`src/rtl/srtc_pkg.sv`:
```
package srtc_pkg;

    // Operation selector: bit 1 forces a command frame.
    localparam logic [1:0] OPC_WRITE = 2'd0;
    localparam logic [1:0] OPC_READ  = 2'd1;

    typedef enum logic [2:0] {
        PH_IDLE,
        PH_SEL,
        PH_STB,
        PH_REL,
        PH_GAP
    } phase_e;

    typedef enum logic [2:0] {
        SQ_RESYNC,
        SQ_IDLE,
        SQ_ADDR,
        SQ_WDATA,
        SQ_RDATA
    } seq_e;

    typedef enum logic [1:0] {
        K_CMD,
        K_WR,
        K_RD
    } kind_e;

    function automatic int max3(input int a, input int b, input int c);
        int m;
        m = (a > b) ? a : b;
        return (m > c) ? m : c;
    endfunction

endpackage

```
`src/rtl/srtc_bit_phy.sv`:
```
module srtc_bit_phy
    import srtc_pkg::*;
#(
    parameter int US_CYC = 50
) (
    input  logic clk,
    input  logic rst,
    input  logic start,
    input  logic is_rd,
    input  logic wbit,
    input  logic sd_i,
    output logic ready,
    output logic bit_done,
    output logic rbit,
    output logic cs_n,
    output logic wr_n,
    output logic rd_n,
    output logic sd_o,
    output logic sd_oe
);
    localparam int CW = $clog2(2 * US_CYC + 1);
    localparam logic [CW-1:0] ONE_US = CW'(US_CYC - 1);
    localparam logic [CW-1:0] TWO_US = CW'(2 * US_CYC - 1);

    phase_e        phase;
    logic [CW-1:0] cnt;
    logic          rd_q;
    logic [CW-1:0] stb_last;

    assign stb_last = rd_q ? TWO_US : ONE_US;
    assign ready    = (phase == PH_IDLE);
    assign bit_done = (phase == PH_GAP) && (cnt == ONE_US);

    always_ff @(posedge clk) begin
        if (rst) begin
            phase <= PH_IDLE;
            cnt   <= '0;
            rd_q  <= 1'b0;
            cs_n  <= 1'b1;
            wr_n  <= 1'b1;
            rd_n  <= 1'b1;
            sd_o  <= 1'b0;
            sd_oe <= 1'b0;
            rbit  <= 1'b0;
        end else begin
            case (phase)
                PH_IDLE: begin
                    if (start) begin
                        rd_q  <= is_rd;
                        sd_o  <= is_rd ? 1'b0 : wbit;
                        sd_oe <= ~is_rd;
                        cs_n  <= 1'b0;
                        phase <= PH_SEL;
                    end
                end
                PH_SEL: begin
                    wr_n  <= rd_q;
                    rd_n  <= ~rd_q;
                    cnt   <= '0;
                    phase <= PH_STB;
                end
                PH_STB: begin
                    cnt <= cnt + 1'b1;
                    if (rd_q && cnt == ONE_US)
                        rbit <= sd_i;
                    if (cnt == stb_last) begin
                        wr_n  <= 1'b1;
                        rd_n  <= 1'b1;
                        phase <= PH_REL;
                    end
                end
                PH_REL: begin
                    cs_n  <= 1'b1;
                    sd_oe <= 1'b0;
                    cnt   <= '0;
                    phase <= PH_GAP;
                end
                PH_GAP: begin
                    cnt <= cnt + 1'b1;
                    if (cnt == ONE_US)
                        phase <= PH_IDLE;
                end
                default: phase <= PH_IDLE;
            endcase
        end
    end

    AST_ONE_STROBE: assert property (@(posedge clk) disable iff (rst)
        !(!wr_n && !rd_n));
    AST_STB_IN_CS: assert property (@(posedge clk) disable iff (rst)
        (!wr_n || !rd_n) |-> !cs_n);
    AST_CS_LEADS_WR: assert property (@(posedge clk) disable iff (rst)
        $fell(wr_n) |-> $past(!cs_n));
    AST_WR_DRIVES: assert property (@(posedge clk) disable iff (rst)
        !wr_n |-> sd_oe);
    AST_WDATA_STABLE: assert property (@(posedge clk) disable iff (rst)
        (!wr_n && $past(!wr_n)) |-> $stable(sd_o));
    AST_RD_RELEASED: assert property (@(posedge clk) disable iff (rst)
        !rd_n |-> !sd_oe);
    AST_GAP_QUIET: assert property (@(posedge clk) disable iff (rst)
        (phase == PH_GAP) |-> (cs_n && wr_n && rd_n));

endmodule

```
`src/rtl/srtc_seq.sv`:
```
module srtc_seq
    import srtc_pkg::*;
#(
    parameter int ADDR_W   = 4,
    parameter int DATA_W   = 8,
    parameter int RESYNC_N = 8,
    parameter int CMD_BASE = 14
) (
    input  logic              clk,
    input  logic              rst,
    input  logic              req_valid,
    input  logic [1:0]        req_op,
    input  logic [ADDR_W-1:0] req_addr,
    input  logic [DATA_W-1:0] req_wdata,
    input  logic              phy_ready,
    input  logic              phy_bit_done,
    input  logic              phy_rbit,
    output logic              busy,
    output logic              done,
    output logic [DATA_W-1:0] rdata,
    output logic              phy_start,
    output logic              phy_is_rd,
    output logic              phy_wbit
);
    localparam int SW   = ADDR_W + DATA_W;
    localparam int CMAX = max3(ADDR_W, DATA_W, RESYNC_N);
    localparam int IW   = $clog2(CMAX + 1);

    seq_e              state;
    kind_e             kind;
    logic [IW-1:0]     idx;
    logic [SW-1:0]     sh_w;
    logic [DATA_W-1:0] sh_r;
    logic              done_q;
    logic              accept;
    logic              req_cmd;
    kind_e             req_kind;

    assign req_cmd  = req_op[1] || (req_addr >= ADDR_W'(CMD_BASE));
    assign req_kind = req_cmd ? K_CMD : (req_op[0] ? K_RD : K_WR);
    assign accept   = (state == SQ_IDLE) && req_valid;

    assign busy      = (state != SQ_IDLE);
    assign done      = done_q;
    assign rdata     = sh_r;
    assign phy_start = phy_ready && (state != SQ_IDLE);
    assign phy_is_rd = (state == SQ_RESYNC) || (state == SQ_RDATA);
    assign phy_wbit  = sh_w[0];

    always_ff @(posedge clk) begin
        if (rst) begin
            state  <= SQ_RESYNC;
            kind   <= K_CMD;
            idx    <= '0;
            sh_w   <= '0;
            sh_r   <= '0;
            done_q <= 1'b0;
        end else begin
            done_q <= 1'b0;
            if (accept) begin
                sh_w  <= {req_wdata, req_addr};
                kind  <= req_kind;
                idx   <= '0;
                state <= SQ_ADDR;
            end else if (phy_bit_done) begin
                idx <= idx + 1'b1;
                case (state)
                    SQ_RESYNC: begin
                        if (idx == IW'(RESYNC_N - 1)) begin
                            idx   <= '0;
                            state <= SQ_IDLE;
                        end
                    end
                    SQ_ADDR: begin
                        sh_w <= sh_w >> 1;
                        if (idx == IW'(ADDR_W - 1)) begin
                            idx <= '0;
                            case (kind)
                                K_WR:    state <= SQ_WDATA;
                                K_RD:    state <= SQ_RDATA;
                                default: begin
                                    state  <= SQ_IDLE;
                                    done_q <= 1'b1;
                                end
                            endcase
                        end
                    end
                    SQ_WDATA: begin
                        sh_w <= sh_w >> 1;
                        if (idx == IW'(DATA_W - 1)) begin
                            idx    <= '0;
                            state  <= SQ_IDLE;
                            done_q <= 1'b1;
                        end
                    end
                    SQ_RDATA: begin
                        sh_r <= {phy_rbit, sh_r[DATA_W-1:1]};
                        if (idx == IW'(DATA_W - 1)) begin
                            idx    <= '0;
                            state  <= SQ_IDLE;
                            done_q <= 1'b1;
                        end
                    end
                    default: state <= SQ_IDLE;
                endcase
            end
        end
    end

    AST_DONE_PULSE: assert property (@(posedge clk) disable iff (rst)
        done |=> !done);
    AST_DONE_IDLE: assert property (@(posedge clk) disable iff (rst)
        done |-> !busy);
    AST_BUSY_HOLDS: assert property (@(posedge clk) disable iff (rst)
        (busy && req_valid && !phy_bit_done) |=> busy);
    AST_RESYNC_FIRST: assert property (@(posedge clk) disable iff (rst)
        $past(rst) |-> (busy && !done));

endmodule

```
`src/rtl/srtc_master.sv`:
```
module srtc_master
    import srtc_pkg::*;
#(
    parameter int CLK_HZ   = 50_000_000,
    parameter int ADDR_W   = 4,
    parameter int DATA_W   = 8,
    parameter int RESYNC_N = 8,
    parameter int CMD_BASE = 14
) (
    input  logic              clk,
    input  logic              rst,
    input  logic              req_valid,
    input  logic [1:0]        req_op,
    input  logic [ADDR_W-1:0] req_addr,
    input  logic [DATA_W-1:0] req_wdata,
    output logic              busy,
    output logic              done,
    output logic [DATA_W-1:0] rdata,
    output logic              cs_n,
    output logic              wr_n,
    output logic              rd_n,
    output logic              sd_o,
    output logic              sd_oe,
    input  logic              sd_i
);
    localparam int US_RAW = (CLK_HZ + 999_999) / 1_000_000;
    localparam int US_CYC = (US_RAW < 1) ? 1 : US_RAW;

    logic phy_start, phy_is_rd, phy_wbit;
    logic phy_ready, phy_bit_done, phy_rbit;

    srtc_seq #(
        .ADDR_W  (ADDR_W),
        .DATA_W  (DATA_W),
        .RESYNC_N(RESYNC_N),
        .CMD_BASE(CMD_BASE)
    ) u_seq (
        .clk         (clk),
        .rst         (rst),
        .req_valid   (req_valid),
        .req_op      (req_op),
        .req_addr    (req_addr),
        .req_wdata   (req_wdata),
        .phy_ready   (phy_ready),
        .phy_bit_done(phy_bit_done),
        .phy_rbit    (phy_rbit),
        .busy        (busy),
        .done        (done),
        .rdata       (rdata),
        .phy_start   (phy_start),
        .phy_is_rd   (phy_is_rd),
        .phy_wbit    (phy_wbit)
    );

    srtc_bit_phy #(
        .US_CYC(US_CYC)
    ) u_phy (
        .clk     (clk),
        .rst     (rst),
        .start   (phy_start),
        .is_rd   (phy_is_rd),
        .wbit    (phy_wbit),
        .sd_i    (sd_i),
        .ready   (phy_ready),
        .bit_done(phy_bit_done),
        .rbit    (phy_rbit),
        .cs_n    (cs_n),
        .wr_n    (wr_n),
        .rd_n    (rd_n),
        .sd_o    (sd_o),
        .sd_oe   (sd_oe)
    );

    AST_IDLE_QUIET: assert property (@(posedge clk) disable iff (rst)
        (!busy && !done) |-> (wr_n && rd_n));

endmodule

```
`config.mk`:
```
export PLATFORM = sky130hd
export DESIGN_NAME = srtc_master
export DESIGN_NICKNAME = d
export VERILOG_FILES = /design/src/rtl/srtc_pkg.sv /design/src/rtl/srtc_bit_phy.sv /design/src/rtl/srtc_seq.sv /design/src/rtl/srtc_master.sv
export SDC_FILE = /design/constraint.sdc
export NUM_CORES = 1
export LEC_CHECK = 0
export ABC_AREA = 0
export BUFFER_PORTS_ARGS = -buffer_cell sky130_fd_sc_hd__buf_2
export CELL_PAD_IN_SITES_DETAIL_PLACEMENT = 0
export CELL_PAD_IN_SITES_GLOBAL_PLACEMENT = 1
export CORE_UTILIZATION = 25
export CTS_CLUSTER_SIZE = 30
export DETAILED_ROUTE_END_ITERATION = 7
export PLACE_DENSITY = 0.63
export SLEW_MARGIN = 20
export SYNTH_ARGS = -nofsm -noshare
export SYNTH_HDL_FRONTEND = slang
export SYNTH_SLANG_ARGS = --single-unit
```
`constraint.sdc`:
```
create_clock -name clk -period 2.9 [get_ports clk]
set_input_delay 0.58 -clock clk [delete_from_list [all_inputs] [get_ports clk]]
set_output_delay 0.58 -clock clk [all_outputs]
set_load 0.05 [all_outputs]
```
## After elaboration in Yosys (flattened, before gate mapping)

Index checks and enable logic that the tools add are counted.

| operators by class | value |
|---|---|
| add/subtract/negate cells | 2 |
| order comparisons | 1 |
| equal/unequal tests | 22 |
| mux-type cells | 32 |
| bitwise gates (word level) | 4 |
| reduce and logical (&&, ||, !) cells | 30 |

Operator list:

| kind | number |
|---|---|
| 12-bit 2-to-1 mux | 3 |
| 3-bit 2-to-1 mux | 5 |
| 3-bit case mux with 5 select lines | 1 |
| 7-bit case mux with 2 select lines | 1 |
| 3-bit by 2-bit == test with 1-bit output (second input constant) | 4 |
| 3-bit case mux with 2 select lines | 2 |
| 3-bit AND reduction | 4 |
| 2-bit OR reduction | 6 |
| 1-bit case mux with 2 select lines | 5 |
| 2-bit AND reduction | 5 |
| 2-bit nonzero test | 5 |
| 3-bit by 1-bit != test with 1-bit output (second input constant) | 3 |
| 2-bit 2-to-1 mux | 4 |
| 4-bit 2-to-1 mux | 2 |
| 4-bit case mux with 2 select lines | 1 |
| 7-bit by 1-bit adder with 7-bit output (second input constant) | 1 |
| 7-bit by 6-bit == test with 1-bit output (second input constant) | 1 |
| 7-bit == test | 1 |
| 1-bit 2-to-1 mux | 7 |
| 7-bit 2-to-1 mux | 1 |
| 3-bit by 1-bit == test with 1-bit output (second input constant) | 2 |
| 3-bit == test (second input constant) | 2 |
| 3-bit logical NOT | 2 |
| 2-bit by 1-bit != test with 1-bit output (second input constant) | 3 |
| other kinds (11) | 20 |

| word-level totals | value |
|---|---|
| register bits after elaboration | 47 |
| bits of input ports | 18 |
| output and inout port bits | 15 |
| word-level logic and storage cells | 107 |

## Longest topological paths before layout

Gate-level depths: netlist of run 1.

| logic depth | value |
|---|---|
| depth after elaboration | 6 |
| mapped depth | 7 |
| depth with buffers taken out | 6 |

## Modules after synthesis

Synthesis of run 1 repeated with hierarchy kept, for this count alone.

| unflattened totals | value |
|---|---|
| cell total of the unflattened synthesis | 270 |
| area total of the unflattened synthesis | 2384.8 µm² |

By module, submodules not included:

| module | times used | cells each | area each (µm²) | seq. area each (µm²) |
|---|---|---|---|---|
| srtc_seq | 1 | 160 | 1451.4 | 600.6 |
| srtc_bit_phy | 1 | 110 | 933.4 | 340.3 |

## Worst setup path after synthesis of run 1

OpenSTA, ideal clock, no wires.

| timing path | value |
|---|---|
| kind | reg2reg |
| start | reg u_phy.cnt[0] |
| end | reg u_seq.state[1] |
| arrival time | 1.784 ns |
| setup slack | 1.035 ns |
| stages on the path, launching flop included | 7 |
| buffers on the path | 1 |
| cell sequence | dfxtp_1 -> ha_1 -> and3b_1 -> clkbuf_1 -> nand3_2 -> or4_1 -> a41oi_1 |

| on the way | value |
|---|---|
| cells in the longest elaborated chain, start to end | 4 |

RTL lines:

| item | line | text |
|---|---|---|
| from (decl) | srtc_bit_phy.sv:26 | `logic [CW-1:0] cnt;` |
| from (signal assigned) | srtc_bit_phy.sv:63 | `cnt <= cnt + 1'b1;` |
| from (signal assigned) | srtc_bit_phy.sv:79 | `cnt <= cnt + 1'b1;` |
| 7-bit by 6-bit == test with 1-bit output | srtc_bit_phy.sv:32 | `assign bit_done = (phase == PH_GAP) && (cnt == ONE_US);` |
| 1-bit logical AND | srtc_bit_phy.sv:32 |  |
| 2-bit nonzero test (no source line) | -- |  |
| 3-bit AND reduction (no source line) | -- |  |
| to (signal assigned) | srtc_seq.sv:52 | `state <= SQ_RESYNC;` |
| to (signal assigned) | srtc_seq.sv:64 | `state <= SQ_ADDR;` |
| to (signal assigned) | srtc_seq.sv:71 | `state <= SQ_IDLE;` |
| to (decl) | srtc_seq.sv:29 | `seq_e state;` |

Every way passes these cells.
A chain may end at the register's enable or synchronous reset.

## Final worst setup path of run 1

| timing path | value |
|---|---|
| start | reg u_seq.state[0] |
| end | out busy |

| on the way | value |
|---|---|
| cells in the longest elaborated chain, start to end | 1 |

RTL lines:

| item | line | text |
|---|---|---|
| 3-bit by 1-bit != test with 1-bit output | srtc_seq.sv:43 | `assign busy = (state != SQ_IDLE);` |
| to (decl) | srtc_master.sv:16 | `output logic busy,` |

Every way passes these cells.

==> results of run 1 <==
[worst min-delay path, stage by stage, from the launching register on]
cell and delay, ns:
dfxtp_1 0.32, nand2_1 0.05, nand2_1 0.04
[cells in the final DEF (no fill, tap or decap), types with 4 or more instances in the layout]
cell      instances
dfxtp_1          47
nor2_1           34
buf_2            32
mux2i_1          22
a21oi_1          20
nand2_1          19
a211oi_1         13
nand2b_1         11
inv_1            10
nor3_1            7
nand3_1           7
nor2b_1           6
o21ai_0           6
buf_4             6
ha_1              5
clkbuf_8          5
nor3b_1           4
nand4_1           4
[worst paths after layout]
check | start | endpoint | slack [ns] | cells after the start
max | u_seq.state[0] | busy | 0.60 | 2
min | u_phy.cs_n | u_phy.cs_n | 0.44 | 2
max reg2reg | u_phy.phase[0] | u_seq.state[1] | 0.90 | 4
min reg2reg | u_phy.cs_n | u_phy.cs_n | 0.44 | 2
[per-stage QoR]
step	hold WS, ns	total power [uW]
global placement	0.4360	1084
floorplan	0.4597	997.7
detailed placement	0.4353	1084
global route	0.4765	1646
CTS	0.4483	1580
finish	0.4425	1553
[power groups by stage]
stage	Sequential, uW	Combinational [uW]	Clock, uW
floorplan	778	220	0
global placement	762	322	0
detailed placement	764	319	0
CTS	751	320	510
global route	761	359	526
finish	750	317	487
[cell type report]
cell class / count / share of cell area
inverters: 10 / 0.01326
clock buffers: 5 / 0.02430
repair buffers: 38 / 0.07247
multi-input cells: 208 / 0.4874
well taps: 129 / 0.05700
clock inverters: 2 / 0.01326
flip-flops and latches: 47 / 0.3323
[cell families after synthesis]
family | after synthesis | share of synthesized area
xor gates and xnor gates | 6 | 0.02158
adders and majority gates | 5 | 0.02568
buffers and inverters | 28 | 0.04725
DFF | 47 | 0.3862
muxes | 24 | 0.09964
and+or+nand+nor | 115 | 0.2548
AOI/OAI and AO/OA | 58 | 0.1649
[registers in the layout (all words and copies together), names as in the netlist, 2 cells and up]
| signal | count |
|---|---|
| u_phy.cnt | 7 |
| u_phy.phase | 3 |
| u_seq.idx | 4 |
| u_seq.kind | 2 |
| u_seq.rdata | 8 |
| u_seq.sh_w | 12 |
| u_seq.state | 3 |
[per-layer routing]
metal  global-route usage  up-vias  wire length, um
met5                    0        -                0
met4              0.04348        0               89
met3              0.02358        7              164
met2               0.1702       29             2220
met1               0.1616      920             2953
li1                     -     1057                -
==> metrics.csv, run 1 <==
stage,metric,value,unit
outcome,status,"complete, no violations",
drt,dr.pass1.iters,4,
worst_setup_path,critPathRequiredTime,2.32,ns
timing,slew_headroom,0.6453,
finish,nFillCells,995,
timing,fin_ws,0.5971,ns
drt,routed_wl,5.428,mm
clocking,post_cts_buffers,0,
clocking,cts.reportedPaths.clkPinSlew,0.09,ns
clocking,htreeDepth,2,
clocking,cts_sinks,47,
synth,yosys-top-cells-area,"dfxtp_1 39%, mux2i_1 9.0%, nor2_1 5.2%",
clocking,postCtsHoldBufs,0,
worst_setup_path,slowest_stage,dfxtp_1,
synth,yosysMostFrequentCell,dfxtp_1,
synth,seq_area_frac_synth,0.3862,
timing,rsz0062_at_grt,no,
synth,synth_commonest_cells,"47 x dfxtp_1, 34 x nor2_1, 22 x mux2i_1",
clocking,cts_buffers,5,
synth,synth_async_sr_flop_share,0,
synth,synth_nets,306,
clocking,post_cts_resized,0,
global_routing,grt_max_degree,44,
drt,routed-via-count,2013,
drt,wl_per_cell,12.36,um
worst_setup_path,worstSetupEndpointType,primary output,
timing,setup_tns,0,ns
finish,syn2layout_area_growth,16.23,%
drt,antenna_left,0,
power,sw_frac_of_total,0.3175,
synth,ys.flop_type,dfxtp_1,
timing,fin_skew,0.004119,ns
timing,fmax,434.2,MHz
power,p_int,1060,uW
synth,synthCells,283,
global_routing,grt_first_pass_wirelength,9.004,mm
finish,antenna_cells,0,
placement,gp_congestion,0.7448,
synth,mappedNetlistArea,2436,um^2
worst_setup_path,critPathBufInv,1,
synth,synth_top_area_frac,0.3862,
placement,place_worst_setup_slack,0.9156,ns
worst_setup_path,worstPathCellList,or3b_2 > buf_2,
timing,tightest_slew,0.5313,ns
clocking,clock_latency,0.30,ns
clocking,root_buffer,clkbuf_8,
timing,finalSetupViolations,0,
synth,ys_seq_elements,47,
power,seqPwrFrac,0.483,
clocking,clock_path_buffers,2,
synth,ys_warn_count,0,
floorplan,ios,33,
floorplan,core-area,9328,um^2
floorplan,initial_core_util,0.2612,
placement,place_hpwl,3.756,mm
synth,synth_edf_count,0,
power,leakage,0.001175,uW
power,power_density,548.6,nW/um^2
global_routing,grt_overflow_total,0,
worst_setup_path,worstPathArrival,1.72,ns
floorplan,fp.dieH,100.7,um
finish,fin_nets,333,
worst_setup_path,crit_family,flip-flops,
power,clkPwrFrac,0.313,
floorplan,die_w,100.7,um
power,vdd_drop_max,0.1734,mV
drt,drtIter0Drc,103,
worst_setup_path,crit_fanout,14,
finish,post-route-util,0.3036,
synth,synth.distinct_cells,54,
power,p_switching,493.2,uW
finish,seq_area,940.9,um^2
worst_setup_path,start_kind,flip-flop,
finish,finalInstanceArea,2831,um^2
timing,finalCriticalPeriod,2.303,ns
worst_setup_path,slowest_delay,0.63,ns
floorplan,die-area,10140,um^2
finish,instances_no_fill,439,
synth,yosysTopAreaCell,dfxtp_1,
floorplan,rows,35,
drt,drc,0,
finish,drive_gt1_frac,0.1806,
job,timing.max_cap.violations,0,
drt,vias_per_cell,4.585,
clocking,cts_tree,built,
min_path,hold_path_class,flip-flop to flip-flop,
placement,placed_area,2725,um^2
timing,slew_violations,0,
placement,portBuffers,32,
worst_setup_path,crit_type,flip-flop to primary output,
placement,dp_cells,432,
timing,timing.final.crit_share,0.7941,
finish,multiInputGateArea,1380,um^2
global_routing,grt_usage,0.1143,
global_routing,antenna_found_initial,0,
timing,hold_viol_final,0,
power,p_comb_frac,0.204,
global_routing,grt_pass1_vias,1820,
synth,postSynthAreaPerCell,8.608,um^2
(Power assumes the default switching activity.)
==> run 2, diff against run 1 <==
- ABC_AREA: 0 -> 1
- PLACE_DENSITY: 0.63 -> 0.66
- clock period: 2.9 -> 2.2 ns (I/O delays scaled with it)
==> run 2 against run 1 <==
Against the previous run: synthesized cell count is 24% higher; sequential share of layout area increased by 1.4 points; via count rose by 8.3%; global-route usage is 0.63 points higher; clock power rose by 8.6%; cell count increased by 13%; sequential cell count is the same; core utilization up 0.18 points; worst setup slack got worse by 0.23 ns.
==> metrics.csv, run 2 <==
stage,metric,value,unit,change
min_path,hold_path_class,input port to flip-flop,,was flip-flop to flip-flop
floorplan,core-area,8891,um^2,was 9328 um^2
drt,drc,0,,unchanged
finish,nFillCells,999,,was 995
floorplan,initial_core_util,0.2627,,was 0.2612
floorplan,die_w,98.67,um,was 100.7 um
timing,hold_viol_final,0,,unchanged
power,leakage,0.001207,uW,was 0.001175 uW
placement,placed_area,2630,um^2,was 2725 um^2
timing,finalSetupViolations,0,,unchanged
worst_setup_path,slowest_delay,0.42,ns,was 0.63 ns
synth,postSynthAreaPerCell,6.636,um^2,was 8.608 um^2
worst_setup_path,critPathRequiredTime,2.45,ns,was 2.32 ns
drt,antenna_left,0,,unchanged
power,seqPwrFrac,0.524,,was 0.483
clocking,clock_path_buffers,2,,unchanged
worst_setup_path,worstPathArrival,2.08,ns,was 1.72 ns
worst_setup_path,worstSetupEndpointType,flip-flop,,was primary output
clocking,root_buffer,clkbuf_8,,unchanged
synth,yosysTopAreaCell,dfxtp_1,,unchanged
synth,synth_top_area_frac,0.4028,,was 0.3862
timing,timing.final.crit_share,0.8315,,
synth,synth_commonest_cells,"111 x nand2_1, 47 x dfxtp_1, 44 x inv_1",,"was 47 x dfxtp_1, 34 x nor2_1, 22 x mux2i_1"
drt,drtIter0Drc,61,,was 103
worst_setup_path,start_kind,flip-flop,,unchanged
finish,final_cell_mix,"111 x nand2_1, 47 x dfxtp_1, 44 x inv_1",,"was 47 x dfxtp_1, 34 x nor2_1, 32 x buf_2"
drt,wl_per_cell,10.76,um,was 12.36 um
placement,gp_congestion,0.7936,,was 0.7448
worst_setup_path,ff2ff_path_depth,9,,was 4
global_routing,grt_pass1_vias,2025,,"was 1,820"
clocking,clock_latency,0.30,ns,about the same
clocking,cts.reportedPaths.clkPinSlew,0.09,ns,about the same
synth,synth_top_family_by_area,simple AND/OR/NAND/NOR gates,,unchanged
timing,finalCriticalPeriod,1.829,ns,
power,vdd_drop_max,0.2253,mV,was 0.1734 mV
worst_setup_path,worstPathCellList,ha_1 > nand3_2 > nor2_4 > nand2_2 > nor3_4 > inv_4 > nand2_1 > inv_1 > nor2_2,,was or3b_2 > buf_2
synth,synthAdderAreaFrac,0.02678,,was 0.02568
timing,rsz0062_at_grt,no,,unchanged
clocking,postCtsHoldBufs,0,,unchanged
finish,syn2layout_area_growth,16.23,%,about the same
clocking,cts_buffers,5,,unchanged
job,timing.max_cap.violations,0,,unchanged
synth,yosysMostFrequentCell,nand2_1,,was dfxtp_1
floorplan,rows,34,,was 35
synth,synthCells,352,,was 283
min_path,whs_path_depth,2,,unchanged
timing,fin_skew,0.007537,ns,was 0.004119 ns
synth,synth_nets,375,,was 306
finish,top_register,u_seq.sh_w,,unchanged
global_routing,grt_usage,0.1206,,was 0.1143
timing,slew_violations,0,,unchanged
power,clkPwrFrac,0.303,,was 0.313
worst_setup_path,slowest_stage,dfxtp_1,,unchanged
power,p_switching,551.2,uW,was 493.2 uW
finish,drive_gt1_frac,0.1697,,was 0.1806
worst_setup_path,crit_type,flip-flop to flip-flop,,was flip-flop to primary output
clocking,cts_tree,built,,unchanged
global_routing,grt_overflow_total,0,,unchanged
global_routing,grt_max_degree,17,,was 44
finish,fin_nets,411,,was 333
drt,vias_per_cell,4.388,,was 4.585
finish,largest_reg_flops,12,,unchanged
synth,ys_warn_count,0,,unchanged
clocking,post_cts_buffers,0,,unchanged
power,sw_frac_of_total,0.3158,,was 0.3175
synth,synth_edf_count,0,,unchanged
clocking,htreeDepth,2,,unchanged
timing,setup_tns,0,ns,unchanged
drt,routed-via-count,2181,,"was 2,013"
worst_setup_path,r2r-start,u_phy.cnt[0],,was u_phy.phase[0]
min_path,hp-start,req_op[0],,was u_phy.cs_n
worst_setup_path,worst_r2r_endpoint,u_seq.rdata[4],,was u_seq.state[1]
clocking,cts_sinks,47,,unchanged
floorplan,fp.dieH,98.67,um,was 100.7 um
min_path,hold_path_end,u_seq.kind[0],,was u_phy.cs_n
power,p_int,1194,uW,was 1060 uW
synth,yosys-top-cells-area,"dfxtp_1 40%, nand2_1 18%, inv_1 7.1%",,"was dfxtp_1 39%, mux2i_1 9.0%, nor2_1 5.2%"
floorplan,ios,33,,unchanged
power,p_comb_frac,0.173,,was 0.204
clocking,post_cts_resized,0,,unchanged
finish,antenna_cells,0,,unchanged
synth,yosys.area_share.xor_xnor,0.007499,,was 0.02157
timing,slew_headroom,0.6949,,was 0.6453
global_routing,grt_first_pass_wirelength,9.384,mm,was 9.004 mm
floorplan,die-area,9735,um^2,"was 10,140 um^2"
power,power,1745,uW,was 1553 uW
synth,synth_async_sr_flop_share,0,,unchanged
outcome,status,"complete, no violations",,unchanged
timing,fmax,546.7,MHz,
worst_setup_path,crit_fanout,11,,was 14
worst_setup_path,reg2reg_setup_slack,0.37,ns,was 0.90 ns
synth,mappedNetlistArea,2336,um^2,was 2436 um^2
synth,ys.flop_type,dfxtp_1,,unchanged
placement,portBuffers,32,,unchanged
synth,synthSimpleGateAreaFrac,0.3626,,was 0.2548
global_routing,antenna_found_initial,0,,unchanged
finish,final_common_cell,nand2_1,,was dfxtp_1
synth,synth_mux_area_frac,0,,was 0.09964
timing,tightest_slew,0.4561,ns,was 0.5313 ns
drt,routed_wl,5.349,mm,was 5.428 mm
synth,seq_area_frac_synth,0.4028,,was 0.3862
drt,dr.pass1.iters,4,,unchanged
placement,place_hpwl,3.947,mm,was 3.756 mm
power,power_density,642.8,nW/um^2,was 548.6 nW/um^2
synth,synth.distinct_cells,31,,was 54
synth,synth_compound_area_frac,0.1039,,was 0.1649
finish,finalInstanceArea,2715,um^2,was 2831 um^2
synth,ys_seq_elements,47,,unchanged
[run 2: cell count changes in the layout (fill, tap and decap cells not counted), sizes merged, moves of 14 or more]
| cell | change |
|---|---|
| a211oi | -14 |
| nand3 | +16 |
| nor2 | +14 |
| nand2 | +93 |
| mux2i | -22 |
| inv | +39 |
[run 2: worst max-delay path: cells and delay by family, from the launching register on]
family,cells,cell delay (ns)
AND/OR/NAND/NOR,6,1.01
flip-flops,1,0.42
adder cells (fa/ha/maj),1,0.19
buffers and inverters,2,0.15
[run 2: per-layer routing]
metal  GRT usage  vias up  part of all wire
met4     0.03789        0            0.0062
met2      0.2026       29              0.46
met3     0.02979        4             0.031
met1      0.1522      977              0.50
met5           0        -                 0
li1            -     1171                 -
[run 2: final cells by class]
| cell class | instances | area (um^2) | area share |
|---|---|---|---|
| clock inverters | 2 | 12.51 | 0.004608 |
| repair buffers | 37 | 197.7 | 0.07281 |
| multi-input cells | 248 | 1170 | 0.4309 |
| inverters | 49 | 186.4 | 0.06866 |
| flip-flops and latches | 47 | 940.9 | 0.3465 |
| clock buffers | 6 | 72.57 | 0.02673 |
| well taps | 108 | 135.1 | 0.04977 |
[run 2: cells by family after synthesis]
kind of cell,count (synthesis)
adders and majority gates,5
and+or+nand+nor,196
xor gates and xnor gates,2
DFF,47
AOI/OAI and AO/OA,45
buffers and inverters,57
[run 2: through the flow]
stage	utilization	setup WS [ns]	instances	hold slack (ns)
2_1_floorplan	-	0.7473	352	0.4295
3_3_place_gp	0.2958	0.4330	489	0.4327
3_5_place_dp	0.2958	0.3656	489	0.4456
4_1_cts	0.3054	0.3573	497	0.3148
5_1_grt	0.3054	0.1500	497	0.3235
6_report	0.3054	0.3707	497	0.3331
[run 2: power by group through the flow]
stage / clock [uW] / combinational, uW / sequential (uW)
after detailed placement: 0 / 303 / 935
final: 529 / 301 / 915
after CTS: 563 / 304 / 915
after global routing: 589 / 337 / 920
after floorplan: 0 / 161 / 991
after global placement: 0 / 306 / 932
[run 2: how the worst max path moves through the flow]
| stage | from | to | slack, ns |
|---|---|---|---|
| 6_report | u_phy.cnt[0] | u_seq.rdata[4] | 0.37 |
| 5_1_grt | u_phy.cnt[1] | u_seq.rdata[1] | 0.15 |
| 4_1_cts | u_phy.cnt[0] | u_seq.rdata[1] | 0.36 |
| 3_5_place_dp | u_phy.cnt[0] | u_seq.rdata[6] | 0.37 |
| 3_3_place_gp | u_phy.cnt[0] | u_seq.rdata[5] | 0.43 |
| 2_1_floorplan | u_phy.cnt[1] | u_seq.idx[1] | 0.75 |
==> run 3, diff against run 2 <==
- PLACE_DENSITY: 0.66 -> 0.68
- clock period: 2.2 -> 1.48 ns (I/O delays scaled with it)
==> run 3 against run 2 <==
Against the previous run: critical path depth is 3 higher; final area is 15% higher; cell count is 4.8% higher; sequential cell count stayed put; clock-buffer cell count stayed put; clock power is 110% higher; maximum frequency is 26% higher; worst setup slack worse by 0.35 ns; clock skew hardly changed; via count is 4.6% higher; highest routed layer unchanged.
==> metrics.csv, run 3 (same netlist as run 2, synthesis figures left out) <==
stage,metric,value,unit,change
outcome,status,"complete, no violations",,unchanged
clocking,cts_sinks,47,,unchanged
worst_setup_path,crit_type,flip-flop to flip-flop,,unchanged
drt,wl_per_cell,10.83,um,was 10.76 um
placement,portBuffers,32,,unchanged
finish,top_register,u_seq.sh_w,,unchanged
drt,drtIter0Drc,70,,was 61
power,power_density,958.9,nW/um^2,was 642.8 nW/um^2
finish,final_cell_mix,"108 x nand2_1, 42 x dfxtp_1, 38 x inv_1",,"was 111 x nand2_1, 47 x dfxtp_1, 44 x inv_1"
worst_setup_path,critPathBufInv,5,,was 2
drt,routed_wl,5.644,mm,was 5.349 mm
finish,antenna_cells,0,,unchanged
worst_setup_path,worstPathArrival,1.71,ns,was 2.08 ns
global_routing,antenna_found_initial,0,,unchanged
timing,fin_skew,0.007735,ns,was 0.007537 ns
clocking,root_buffer,clkbuf_8,,unchanged
timing,finalCriticalPeriod,1.455,ns,was 1.829 ns
floorplan,fp.dieH,98.67,um,unchanged
worst_setup_path,slowest_stage,dfxtp_2,,was dfxtp_1
finish,largest_reg_flops,12,,unchanged
worst_setup_path,slowest_delay,0.33,ns,was 0.42 ns
timing,fmax,687.4,MHz,was 546.7 MHz
global_routing,grt_first_pass_wirelength,9.397,mm,was 9.384 mm
placement,place_worst_setup_slack,-0.08624,ns,was 0.3656 ns
global_routing,grt_max_degree,19,,was 17
worst_setup_path,worstPathCellList,inv_2 > ha_4 > nand3_4 > nor2_4 > nand2_4 > nor3_4 > buf_12 > buf_12 > inv_8 > nand2_1 > inv_2 > nor2_2,,was ha_1 > nand3_2 > nor2_4 > nand2_2 > nor3_4 > inv_4 > nand2_1 > inv_1 > nor2_2
timing,slew_violations,0,,unchanged
clocking,cts_tree,built,,unchanged
worst_setup_path,crit_family,simple AND/OR/NAND/NOR gates,,unchanged
timing,hold_slack,0.1838,ns,was 0.3331 ns
drt,drc,0,,unchanged
clocking,htreeDepth,2,,unchanged
timing,rsz0062_at_grt,yes,,was no
finish,drive_gt1_frac,0.2712,,was 0.1697
finish,syn2layout_area_growth,33.15,%,was 16.23%
clocking,cts_buffers,5,,unchanged
global_routing,grt_pass1_vias,2077,,"was 2,025"
placement,placed_area,2770,um^2,was 2630 um^2
floorplan,die-area,9735,um^2,unchanged
floorplan,ios,33,,unchanged
finish,final_common_cell,nand2_1,,unchanged
placement,place_hpwl,4.202,mm,was 3.947 mm
timing,tightest_slew,0.3029,ns,was 0.4561 ns
worst_setup_path,crit_fanout,8,,was 11
drt,dr.pass1.iters,4,,unchanged
global_routing,grt_usage,0.1201,,was 0.1206
drt,antenna_left,0,,unchanged
floorplan,die_w,98.67,um,unchanged
clocking,clock_path_buffers,2,,unchanged
clocking,clock_latency,0.30,ns,about the same
floorplan,rows,34,,unchanged
finish,finalInstanceArea,3110,um^2,was 2715 um^2
floorplan,initial_core_util,0.2627,,unchanged
timing,fin_ws,0.02532,ns,was 0.3707 ns
timing,hold_viol_final,0,,unchanged
worst_setup_path,critPathRequiredTime,1.73,ns,was 2.45 ns
drt,vias_per_cell,4.378,,was 4.388
timing,timing.final.crit_share,0.9829,,was 0.8315
finish,fin_nets,435,,was 411
drt,routed-via-count,2281,,"was 2,181"
power,vdd_drop_max,0.3844,mV,was 0.2253 mV
floorplan,core-area,8891,um^2,unchanged
clocking,cts.reportedPaths.clkPinSlew,0.09,ns,about the same
worst_setup_path,start_kind,flip-flop,,unchanged
min_path,hold_path_class,input port to flip-flop,,unchanged
worst_setup_path,worstSetupEndpointType,flip-flop,,unchanged
placement,gp_congestion,0.8200,,was 0.7936
timing,finalSetupViolations,0,,unchanged
timing,slew_headroom,0.7973,,was 0.6949
global_routing,grt_overflow_total,0,,unchanged
power,leakage,0.001387,uW,was 0.001207 uW
job,timing.max_cap.violations,0,,unchanged
-- run 3: cell types whose count changed in the layout (fill, tap and decap cells not counted), sizes merged --
cell and delta:
clkinvlp -1, buf +23, bufinv +2, nand2 +1
clkinv -1
-- run 3: area by class of cell --
| type | instances | area [um^2] |
|---|---|---|
| repair buffers | 60 | 421.7 |
| clock inverters | 2 | 60.06 |
| inverters | 49 | 198.9 |
| multi-input cells | 249 | 1272 |
| clock buffers | 6 | 72.57 |
| well taps | 108 | 135.1 |
| fillers | 958 | 5781 |
| flip-flops and latches | 47 | 949.7 |
-- run 3: final timing paths --
check	slack, ns	depth (start not counted)	startpoint	to
hold reg to reg	0.45	2	u_phy.cs_n	u_phy.cs_n
setup reg to reg	0.03	12	u_phy.cnt[1]	u_seq.rdata[6]
setup / recovery	0.03	12	u_phy.cnt[1]	u_seq.rdata[6]
hold / removal	0.18	2	req_op[0]	u_seq.kind[0]
-- run 3: per-stage QoR --
| step | TNS, ns | utilization | std cells | power, uW |
|---|---|---|---|---|
| after detailed placement | -1.071 | 0.3116 | 506 | 1882 |
| after global placement | -0.4425 | 0.3116 | 506 | 1881 |
| after floorplan | 0 | - | 352 | 1712 |
| after global routing | -1.023 | 0.3498 | 521 | 3149 |
| final | 0 | 0.3498 | 521 | 2983 |
| after CTS | -0.008180 | 0.3420 | 520 | 3020 |
-- run 3: layer usage --
layer,vias up,routed length [um],global-route usage
li1,1223,-,-
met1,1015,2738,0.1625
met2,36,2633,0.1923
met3,7,213,0.02411
met4,0,58,0.03789
met5,-,0,0
-- run 3: timing repair --
action,CTS,global route
setup endpoints to repair,22,34
hold buffers,0,0
gates cloned,2,0
endpoints found under the hold margin,0,0
gates resized for setup,18,23
setup buffers,4,1
pin swaps,1,1
-- run 3: report_power, final --
part           internal, uW  switching (uW)
clock network           675             444
registers              1320            40.3
logic                   163             341
total                  2160             825
